--- src/rtl/tcg_pkg.sv ---
package tcg_pkg;
    localparam int XNUM_W = 8;
    localparam int TURN_W = 16;
    localparam int DIV_W  = 5;

    typedef struct packed {
        logic [DIV_W-1:0] div;
    } phase_st_t;

    typedef struct packed {
        logic [XNUM_W-1:0] xnum;
        logic [TURN_W-1:0] turn;
        logic              slow;
    } count_st_t;
endpackage

--- src/rtl/xing_phase.sv ---
module xing_phase
    import tcg_pkg::*;
#(
    parameter int FAST_CLKS = 7,
    parameter int SLOW_CLKS = 21
) (
    input  logic clk,
    input  logic rst,
    input  logic slow,
    input  logic resync,
    output logic strobe,
    output logic last
);
    localparam logic [DIV_W-1:0] FAST_END = DIV_W'(FAST_CLKS - 1);
    localparam logic [DIV_W-1:0] SLOW_END = DIV_W'(SLOW_CLKS - 1);

    phase_st_t st_d, st_q;
    logic [DIV_W-1:0] end_cnt;

    always_comb begin
        end_cnt = slow ? SLOW_END : FAST_END;
        last    = (st_q.div == end_cnt);
        strobe  = (st_q.div == '0);
        st_d    = st_q;
        if (rst || resync || last) begin
            st_d.div = '0;
        end else begin
            st_d.div = st_q.div + 1'b1;
        end
    end

    always_ff @(posedge clk) begin
        st_q <= st_d;
    end

    AST_STROBE_SINGLE: assert property (@(posedge clk) disable iff (rst)
        strobe && !resync |=> !strobe);
    AST_LAST_TO_STROBE: assert property (@(posedge clk) disable iff (rst)
        last |=> strobe);
endmodule

--- src/rtl/xing_count.sv ---
module xing_count
    import tcg_pkg::*;
#(
    parameter int FAST_SLOTS = 159,
    parameter int SLOW_SLOTS = 53
) (
    input  logic              clk,
    input  logic              rst,
    input  logic              spacing_sel,
    input  logic              resync,
    input  logic              adv,
    output logic [XNUM_W-1:0] xnum,
    output logic [TURN_W-1:0] turn,
    output logic              slow
);
    localparam logic [XNUM_W-1:0] FAST_TOP = XNUM_W'(FAST_SLOTS);
    localparam logic [XNUM_W-1:0] SLOW_TOP = XNUM_W'(SLOW_SLOTS);

    count_st_t st_d, st_q;
    logic [XNUM_W-1:0] top;
    logic              wrap;

    always_comb begin
        top  = st_q.slow ? SLOW_TOP : FAST_TOP;
        wrap = adv && (st_q.xnum == top);
        st_d = st_q;
        if (rst) begin
            st_d.xnum = XNUM_W'(1);
            st_d.turn = '0;
            st_d.slow = spacing_sel;
        end else if (resync || wrap) begin
            st_d.xnum = XNUM_W'(1);
            st_d.turn = st_q.turn + 1'b1;
            st_d.slow = spacing_sel;
        end else if (adv) begin
            st_d.xnum = st_q.xnum + 1'b1;
        end
    end

    always_ff @(posedge clk) begin
        st_q <= st_d;
    end

    assign xnum = st_q.xnum;
    assign turn = st_q.turn;
    assign slow = st_q.slow;

    AST_XNUM_RANGE: assert property (@(posedge clk) disable iff (rst)
        (xnum != '0) && (xnum <= top));
    AST_TURN_STEP: assert property (@(posedge clk) disable iff (rst)
        adv && (xnum == top) && !resync |=> turn == TURN_W'($past(turn) + 1'b1));
    AST_SPACING_HOLD: assert property (@(posedge clk) disable iff (rst)
        !resync && !(adv && (xnum == top)) |=> $stable(slow));
    AST_RESYNC_START: assert property (@(posedge clk) disable iff (rst)
        resync |=> xnum == XNUM_W'(1));
endmodule

--- src/rtl/sync_gap_decode.sv ---
module sync_gap_decode
    import tcg_pkg::*;
#(
    parameter int FAST_SLOTS    = 159,
    parameter int SLOW_SLOTS    = 53,
    parameter int FAST_BUNCHES  = 36,
    parameter int SLOW_BUNCHES  = 12,
    parameter int TRAINS        = 3,
    parameter int FIRST_TO_REAL = 6
) (
    input  logic              slow,
    input  logic              superbunch,
    input  logic [7:0]        gap_len,
    input  logic [XNUM_W-1:0] xnum,
    output logic              gap
);
    localparam int FAST_LAST = FIRST_TO_REAL + ((TRAINS - 1) * FAST_SLOTS) / TRAINS + FAST_BUNCHES;
    localparam int SLOW_LAST = FIRST_TO_REAL + ((TRAINS - 1) * SLOW_SLOTS) / TRAINS + SLOW_BUNCHES;

    logic [XNUM_W:0]   lim, sum;
    logic [XNUM_W-1:0] last_bunch;
    logic              sb_gap, fill_gap;

    always_comb begin
        lim        = slow ? (XNUM_W+1)'(SLOW_SLOTS + 1) : (XNUM_W+1)'(FAST_SLOTS + 1);
        last_bunch = slow ? XNUM_W'(SLOW_LAST) : XNUM_W'(FAST_LAST);
        sum        = {1'b0, xnum} + (XNUM_W+1)'(gap_len);
        sb_gap     = (xnum <= XNUM_W'(FIRST_TO_REAL)) || (xnum > last_bunch);
        fill_gap   = (gap_len != '0) && ((xnum == XNUM_W'(1)) || (sum > lim));
        gap        = superbunch ? sb_gap : fill_gap;
    end
endmodule

--- src/rtl/bx_timing_gen.sv ---
module bx_timing_gen
    import tcg_pkg::*;
#(
    parameter int FAST_CLKS     = 7,
    parameter int SLOW_CLKS     = 21,
    parameter int FAST_SLOTS    = 159,
    parameter int SLOW_SLOTS    = 53,
    parameter int FAST_BUNCHES  = 36,
    parameter int SLOW_BUNCHES  = 12,
    parameter int TRAINS        = 3,
    parameter int FIRST_TO_REAL = 6
) (
    input  logic        clk,
    input  logic        rst,
    input  logic        spacing_sel,
    input  logic        superbunch_sel,
    input  logic [7:0]  sync_len,
    input  logic        turn_mark,
    output logic        xing_strobe,
    output logic [7:0]  xing_num,
    output logic [15:0] turn_num,
    output logic        first_xing,
    output logic        sync_gap,
    output logic        live
);
    logic              slow_w, last_w, gap_w;
    logic [XNUM_W-1:0] xnum_w;
    logic [TURN_W-1:0] turn_w;

    xing_phase #(
        .FAST_CLKS(FAST_CLKS),
        .SLOW_CLKS(SLOW_CLKS)
    ) u_phase (
        .clk   (clk),
        .rst   (rst),
        .slow  (slow_w),
        .resync(turn_mark),
        .strobe(xing_strobe),
        .last  (last_w)
    );

    xing_count #(
        .FAST_SLOTS(FAST_SLOTS),
        .SLOW_SLOTS(SLOW_SLOTS)
    ) u_count (
        .clk        (clk),
        .rst        (rst),
        .spacing_sel(spacing_sel),
        .resync     (turn_mark),
        .adv        (last_w),
        .xnum       (xnum_w),
        .turn       (turn_w),
        .slow       (slow_w)
    );

    sync_gap_decode #(
        .FAST_SLOTS   (FAST_SLOTS),
        .SLOW_SLOTS   (SLOW_SLOTS),
        .FAST_BUNCHES (FAST_BUNCHES),
        .SLOW_BUNCHES (SLOW_BUNCHES),
        .TRAINS       (TRAINS),
        .FIRST_TO_REAL(FIRST_TO_REAL)
    ) u_gap (
        .slow      (slow_w),
        .superbunch(superbunch_sel),
        .gap_len   (sync_len),
        .xnum      (xnum_w),
        .gap       (gap_w)
    );

    assign xing_num   = xnum_w;
    assign turn_num   = turn_w;
    assign first_xing = (xnum_w == XNUM_W'(1));
    assign sync_gap   = gap_w;
    assign live       = !gap_w;

    AST_FIRST_AT_STROBE: assert property (@(posedge clk) disable iff (rst)
        $rose(first_xing) |-> xing_strobe);
    AST_FIRST_IN_GAP: assert property (@(posedge clk) disable iff (rst)
        superbunch_sel && first_xing |-> sync_gap && !live);
endmodule

--- config.mk ---
export PLATFORM = sky130hd
export DESIGN_NAME = bx_timing_gen
export DESIGN_NICKNAME = d
export VERILOG_FILES = /design/src/rtl/tcg_pkg.sv /design/src/rtl/xing_phase.sv /design/src/rtl/xing_count.sv /design/src/rtl/sync_gap_decode.sv /design/src/rtl/bx_timing_gen.sv
export SDC_FILE = /design/constraint.sdc
export NUM_CORES = 1
export LEC_CHECK = 0
export CAP_MARGIN = 10
export CORE_MARGIN = 2
export CORE_UTILIZATION = 25
export DETAILED_ROUTE_END_ITERATION = 16
export HOLD_SLACK_MARGIN = 0.06
export PLACE_DENSITY_LB_ADDON = 0.3
export SYNTH_ARGS = -nofsm -noshare
export SYNTH_HDL_FRONTEND = slang
export SYNTH_SLANG_ARGS = --single-unit
export TNS_END_PERCENT = 30
--- constraint.sdc ---
create_clock -name clk -period 14.2 [get_ports clk]
set_input_delay 4.26 -clock clk [delete_from_list [all_inputs] [get_ports clk]]
set_output_delay 4.26 -clock clk [all_outputs]
set_load 0.02 [all_outputs]
-- Yosys cells after proc, flatten, opt, wreduce, memory -nomap -nowiden
Cells that the tools add are included.
- register bits after elaboration: 30
- bits of input ports: 13
- word-level logic and storage cells: 33
- reductions and logical operators: 12
- add/subtract/negate cells: 4
- magnitude comparators: 3
- equal/unequal tests: 3
- mux-type cells: 7
- operators by type and width (operator ; count):
    2-to-1 mux 8 bit ; 3
    adder 16 x 1 -> 16 bit (second input constant) ; 1
    adder 8 x 8 -> 9 bit ; 1
    > comparator 9 bit ; 1
    adder 8 x 1 -> 8 bit (second input constant) ; 1
    == test 8 x 1 -> 1 bit (second input constant) ; 1
    == test 8 bit ; 1
    > comparator 8 bit ; 1
    less-or-equal comparator 8 x 3 -> 1 bit (second input constant) ; 1
    nonzero test 8 bit ; 1
    adder 5 x 1 -> 5 bit (second input constant) ; 1
    == test 5 bit ; 1
    zero test 5 bit ; 1
    logical OR 1 bit ; 5
    2-to-1 mux 5 bit ; 1
    2-to-1 mux 1 bit ; 3
    logical AND 1 bit ; 2
    nonzero test 2 bit ; 1
    OR reduction 2 bit ; 1
    zero test 1 bit ; 1

-- Longest topological paths before layout
Gate-level depths: netlist of the first run.
- depth after elaboration: 6
- mapped depth: 12
- depth with buffers taken out: 12

-- By module
A second synthesis of the first run with hierarchy kept.
- cells, all modules: 228
- area, all modules: 1998.2 µm²
- modules (own cells, without submodules) (module ; instances ; area an instance (µm²) ; seq. area each (µm²) ; cells an instance):
    xing_count ; 1 ; 1163.6 ; 510.5 ; 132
    sync_gap_decode ; 1 ; 550.5 ; 0.0 ; 68
    xing_phase ; 1 ; 260.2 ; 100.1 ; 24
    bx_timing_gen ; 1 ; 23.8 ; 0.0 ; 4

-- Worst setup path after synthesis of the first run
OpenSTA, ideal clock, no wires.
- path kind: input port to output port
- from: input port sync_len[0]
- to: output port live
- path buffers: 0
- data required time: 9.940 ns
- path slack: 3.411 ns
- arrival time: 6.529 ns
- stages on the path: 11
- cell sequence: ha_1 > fa_1 > a21o_1 > a21oi_1 > xnor2_1 > ha_1 > or3_1 > nand4_1 > nand3_1 > mux2i_1 > a31o_2
- word-level cells in the longest chain between the ends: 6
- RTL lines (element ; line ; source):
    start, declared ; bx_timing_gen.sv:17 ; input logic [7:0] sync_len,
    adder 8 x 8 -> 9 bit ; sync_gap_decode.sv:27 ; sum = {1'b0, xnum} + (XNUM_W+1)'(gap_len);
    > comparator 9 bit ; sync_gap_decode.sv:29 ; fill_gap = (gap_len != '0) && ((xnum == XNUM_W'(1)) || (sum > lim));
    logical OR 1 bit ; sync_gap_decode.sv:29 ;
    logical AND 1 bit * ; sync_gap_decode.sv:29 ;
    2-to-1 mux 1 bit * ; sync_gap_decode.sv:30 ; gap = superbunch ? sb_gap : fill_gap;
    zero test 1 bit * ; bx_timing_gen.sv:75 ; assign live = !gap_w;
    end, declared ; bx_timing_gen.sv:24 ; output logic live
Mark *: on every way between the ends. The rest lies on a longest branch, timed or not.

-- Final worst setup path of the first run
Same ends and word-level chain as after synthesis.

==> results of run 1 <==
==> registers in the layout (all words and copies together), names as in the netlist <==
register,flops
u_count.xnum,8
u_phase.st_q,5
u_count.slow,1
u_count.turn,16
==> cell usage in the layout (no fill, tap or decap), types with 2 or more instances in the layout <==
cell type	instances
nand3_1	18
xor2_1	10
nor2_1	23
a21o_1	4
dfxtp_1	29
xnor2_1	4
nor3_1	6
ha_1	21
and4_1	2
o21ai_0	9
o22ai_1	2
inv_1	10
or3_1	10
or4_1	7
mux2_2	4
nand2b_1	4
a21oi_1	21
mux2i_1	3
and3_1	2
clkdlybuf4s50_1	40
nand4_1	7
nor4b_1	2
clkbuf_8	6
nor2b_1	5
o211ai_1	3
nand4b_1	2
nand2_1	14
o31ai_1	5
==> through the flow <==
stage / total power, mW / instance area (sq um) / util / std cells
floorplan: 0.107 / 2100 / - / 252
global placement: 0.116 / 2590 / 0.317 / 387
detailed placement: 0.117 / 2590 / 0.317 / 387
CTS: 0.190 / 2680 / 0.328 / 395
global route: 0.197 / 2680 / 0.328 / 395
finish: 0.188 / 2680 / 0.328 / 395
==> worst register-to-register path: stages (launching register included) <==
cell	delay, ps
edfxtp_1	540
or3b_1	470
a2111oi_4	750
a41oi_4	530
or4_1	630
a21oi_1	160
==> power groups by stage <==
stage / Clock, mW / Sequential [mW] / Combinational, mW
5_1_grt: 0.0783 / 0.0881 / 0.0306
3_5_place_dp: 0 / 0.0897 / 0.0270
2_1_floorplan: 0 / 0.0899 / 0.0168
3_3_place_gp: 0 / 0.0897 / 0.0266
4_1_cts: 0.0748 / 0.0878 / 0.0274
6_report: 0.0729 / 0.0878 / 0.0270
==> cells by family after synthesis <==
kind of cell,after synthesis,share of synthesized area
DFF,30,0.291
muxes,7,0.0358
and+or+nand+nor,107,0.274
buffers and inverters,20,0.0364
xor gates and xnor gates,14,0.0585
AOI/OAI and AO/OA,52,0.169
adders and majority gates,22,0.135
==> worst paths after layout <==
path,cells past startpoint,slack (ps),endpoint
max,13,2210,live
min,2,500,u_count.turn[14]
max reg2reg,5,11020,u_count.turn[10]
min reg2reg,2,500,u_count.turn[14]
==> metal layers <==
layer  global-route usage  wire, microns  up-vias
met5                    0              0        -
met4               0.0500            130        0
met3               0.0285            253       12
met2                0.205           2240       54
met1                0.154           2540      897
li1                     -              -      995
==> final cells by class <==
cell class,instances,area [sq um],area share
clock buffer,7,86.3,0.0322
clock inverter,1,5.00,0.00187
inverter,10,37.5,0.0140
multi-input combinational,202,1410,0.526
sequential,30,611,0.228
tap,105,131,0.0490
timing repair buffer,40,400,0.149
==> metrics.txt, run 1 <==
status completed; Avg Cell Area, Syn 8.32 sq um; GRT overflow 0; CTS Sinks 30; total iterations of the first detailed-routing run 4; io pins 41; Sw Ratio 0.266; Root Buffer clkbuf_8; hold_ws 502 ps; Seq/Total Area, Yosys 0.291; Synth Register Bits 30; final worst setup slack 2210 ps; hold_sp u_count.turn[14]; CP arrival 7730 ps; clock power share 0.388; Vias 1958; Max-slew headroom 0.455; DRC 0; Initial Util 0.257; maximum clock frequency 0.0834 GHz; Die Y 95.6 microns; CTS tree built; largest net degree at the start of global routing 29; P_int 0.138 mW; total negative slack 0 ps; Die ar. 0.00914 sq mm; CTS Hold Bufs 0; critical path startpoint sync_len[0]; total CTS buffers 5; Iter 0 DRT Violations 85; cts repair resizes 0; setup bufs post-CTS 0; min Tclk post-route 11990 ps; GRT Util Overall 0.123; most frequent cell after synthesis dfxtp_1; commonest cells in the netlist dfxtp_1 (29), nor2_1 (23), a21oi_1 (21), ha_1 (21), nand3_1 (18); layout cells sized above 1 0.0483; Buf/Inv on CP 2; final antenna-violating net count 0; dpl ws 2200 ps; GPL Wtd Cong 0.872; synth top area cells dfxtp_1 (28%), ha_1 (13%), a21oi_1 (5.0%); # H-tree levels 2; DR vias/cell 4.96; vias in the first global route 1995; Distinct cells, synth 44; worst slew pin tran 814 ps; global-route wire length before repair 8.98 mm; Mapped Area 0.00210 sq mm; RSZ-0062 raised after global routing false; kind of end point of the critical path output port; Slew Viols, Final 0; # rows 33; FF-to-FF Start u_count.slow; Die Width 95.6 microns; CP Data Required Time 9940 ps; Setup crit start kind input port; most area-hungry cell type in the Yosys netlist dfxtp_1; Crit-path slowest cell clkdlybuf4s50_1; CTS max path bufs 2; final WL 5.17 mm; Wirelength per Cell 13.1 microns; # setup viols final 0; initial antenna violation count 0; CORE AREA 0.00818 sq mm; Pleak 0.967 nW; max cap viols 0; sw power 0.0499 mW; Logic pwr share 0.144; Synth Flop Type dfxtp_1; final hold vios 0; Layout Skew 7.23 ps; critical path, cell by cell clkdlybuf4s50_1 -> ha_1 -> fa_1 -> a21o_1 -> a21oi_1 -> xnor2_1 -> ha_1 -> or3_1 -> o211ai_1 -> nand3_1 -> mux2i_1 -> a31o_2 -> clkdlybuf4s50_1; synth warn 0; port bufs 40; Crit Path Max Fanout 3; kind of cell adding the most delay to the critical path buffers and inverters; EDFF count, synth 1; diodes inserted 0; Crit path largest cell delay 600 ps; FILL cells 881; worst skew pair latency 290 ps; Sequential Power Share 0.468; critical path class input port to output port; Hold WC Path Type register to register; Max IR drop VDD 45.2 uV; pwr/cell area 70.0 mW/mm^2; hpwl dp 3.70 mm; Gate Count Post-Synth 252; NumNets Final 324; Post-synth ARST share 0; Mapped Nets 287; Reg clk slew, reported paths 60 ps; Yosys top cell area share 0.277; synth-to-layout area growth 27.9%; final worst path period share 0.844
(Power assumes the default switching activity.)
==> run 2, diff against run 1 <==
clock period = 10.84 ns   (was 14.2 ns; I/O delays follow)
==> run 2 against run 1 <==
Against the previous run:
- clock skew is 5.1 ps lower
- non-clock buffer count stayed put
- via count is 0.20% lower
- die area stayed put
- sequential power is 31% higher
- global-route usage is 0.11 points lower
- routed wire length is 1.6% lower
- sequential share of layout area hardly changed
- core utilization is 0.061 points lower
- clock power is 28% higher
==> metrics.txt, run 2 (same netlist as run 1, synthesis figures left out) <==
vias in the first global route 1942 (was 1995); layout cells sized above 1 0.0450 (was 0.0483); Initial Util 0.257 (unchanged); CP arrival 6730 ps (was 7730 ps); CTS max path bufs 2 (unchanged); hold_ws 502 ps (about the same); setup bufs post-CTS 0 (unchanged); Vias 1954 (was 1958); global-route wire length before repair 8.87 mm (was 8.98 mm); maximum clock frequency 0.100 GHz; Setup crit start kind input port (unchanged); Iter 0 DRT Violations 104 (was 85); GR Layer Usage met2 0.208 (was 0.205); Hold WC Path Type register to register (unchanged); Max-slew headroom 0.448 (was 0.455); Wirelength per Cell 12.9 microns (was 13.1 microns); dpl ws 847 ps (was 2200 ps); CP Data Required Time 7590 ps (was 9940 ps); Sw Ratio 0.262 (was 0.266); Layout Skew 2.11 ps (was 7.23 ps); kind of end point of the critical path output port (unchanged); worst skew pair latency 280 ps (was 290 ps); GRT overflow 0 (unchanged); RSZ-0062 raised after global routing false (unchanged); worst slew pin tran 826 ps (was 814 ps); Root Buffer clkbuf_8 (unchanged); P_int 0.180 mW (was 0.138 mW); most frequent cells in the layout clkdlybuf4s50_1 (40), dfxtp_1 (29), nor2_1 (23), a21oi_1 (21), ha_1 (21) (unchanged); diodes inserted 0 (unchanged); initial antenna violation count 0 (unchanged); Pleak 0.963 nW (was 0.967 nW); max reg flops 16 (unchanged); min Tclk post-route 9980 ps; Reg clk slew, reported paths 60 ps (about the same); status completed (unchanged); max cap viols 0 (unchanged); DR vias/cell 4.96 (about the same); NumNets Final 324 (unchanged); total CTS buffers 5 (unchanged); final worst setup slack 862 ps (was 2210 ps); GPL Wtd Cong 0.872 (about the same); Die Width 95.6 microns (unchanged); largest net degree at the start of global routing 29 (unchanged); # setup viols final 0 (unchanged); Slew Viols, Final 0 (unchanged); # H-tree levels 2 (unchanged); Max IR drop VDD 64.1 uV (was 45.2 uV); synth-to-layout area growth 27.6% (was 27.9%); Die ar. 0.00914 sq mm (unchanged); CTS Hold Bufs 0 (unchanged); grt peak-use layer met2 (unchanged); cts repair resizes 0 (unchanged); final WL 5.09 mm (was 5.17 mm); Sequential Power Share 0.473 (was 0.468); CTS Sinks 30 (unchanged); sw power 0.0638 mW (was 0.0499 mW); total negative slack 0 ps (unchanged); final worst path period share 0.921; hpwl dp 3.67 mm (was 3.70 mm); io pins 41 (unchanged); critical path class input port to output port (unchanged); most common cell after layout, fill and taps aside clkdlybuf4s50_1 (unchanged); Die Y 95.6 microns (unchanged); # rows 33 (unchanged); final antenna-violating net count 0 (unchanged); port bufs 40 (unchanged); final hold vios 0 (unchanged); CORE AREA 0.00818 sq mm (unchanged); pwr/cell area 90.9 mW/mm^2 (was 70.0 mW/mm^2); Crit Path Max Fanout 3 (unchanged); total iterations of the first detailed-routing run 4 (unchanged); GRT met3 Usage 0.0269 (was 0.0285); met1 Usage GRT 0.150 (was 0.154); clock power share 0.382 (was 0.388); DRC 0 (unchanged); CTS tree built (unchanged); Logic pwr share 0.145 (was 0.144); GRT Util Overall 0.122 (was 0.123)
## run 2: layout make-up
class,count,area [sq um]
multi-input cells,202,1410
well taps,105,131
inverters,10,37.5
repair buffers,40,400
flip-flops and latches,30,611
fillers,888,5500
clock buffers,7,86.3
## run 2: through the flow
stage          power [mW]  utilization  instance area [sq um]  std cells
6_report            0.243        0.327                   2680        394
5_1_grt             0.255        0.327                   2680        394
4_1_cts             0.247        0.327                   2680        394
3_5_place_dp        0.153        0.317                   2590        387
3_3_place_gp        0.152        0.317                   2590        387
2_1_floorplan       0.140            -                   2100        252
## run 2: final timing paths
path                      end              from  slack (ps)  depth (start not counted)
max                      live       sync_len[0]         860                         13
min          u_count.turn[14]  u_count.turn[14]         500                          2
max reg2reg  u_count.turn[14]      u_count.slow        7680                          5
min reg2reg  u_count.turn[14]  u_count.turn[14]         500                          2
## run 2: power by group through the flow
stage / sequential [mW] / clock [mW] / combinational (mW)
after floorplan: 0.118 / 0 / 0.0220
after global placement: 0.117 / 0 / 0.0348
after detailed placement: 0.118 / 0 / 0.0353
after CTS: 0.115 / 0.0964 / 0.0358
after global routing: 0.115 / 0.0998 / 0.0401
final: 0.115 / 0.0930 / 0.0353
## run 2: critical path, stage by stage
cell	delay, ps
clkdlybuf4s50_1	420
ha_1	240
fa_1	410
a21o_1	210
a21oi_1	170
xnor2_1	140
ha_1	270
or3_1	390
o211ai_1	130
nand3_1	100
mux2i_1	210
a31o_2	190
clkdlybuf4s50_1	600
## run 2: per-layer routing
| layer | wire length (microns) | vias up |
|---|---|---|
| met4 | 108 | 0 |
| met3 | 258 | 10 |
| met1 | 2430 | 899 |
| li1 | - | 998 |
| met5 | 0 | - |
| met2 | 2290 | 47 |
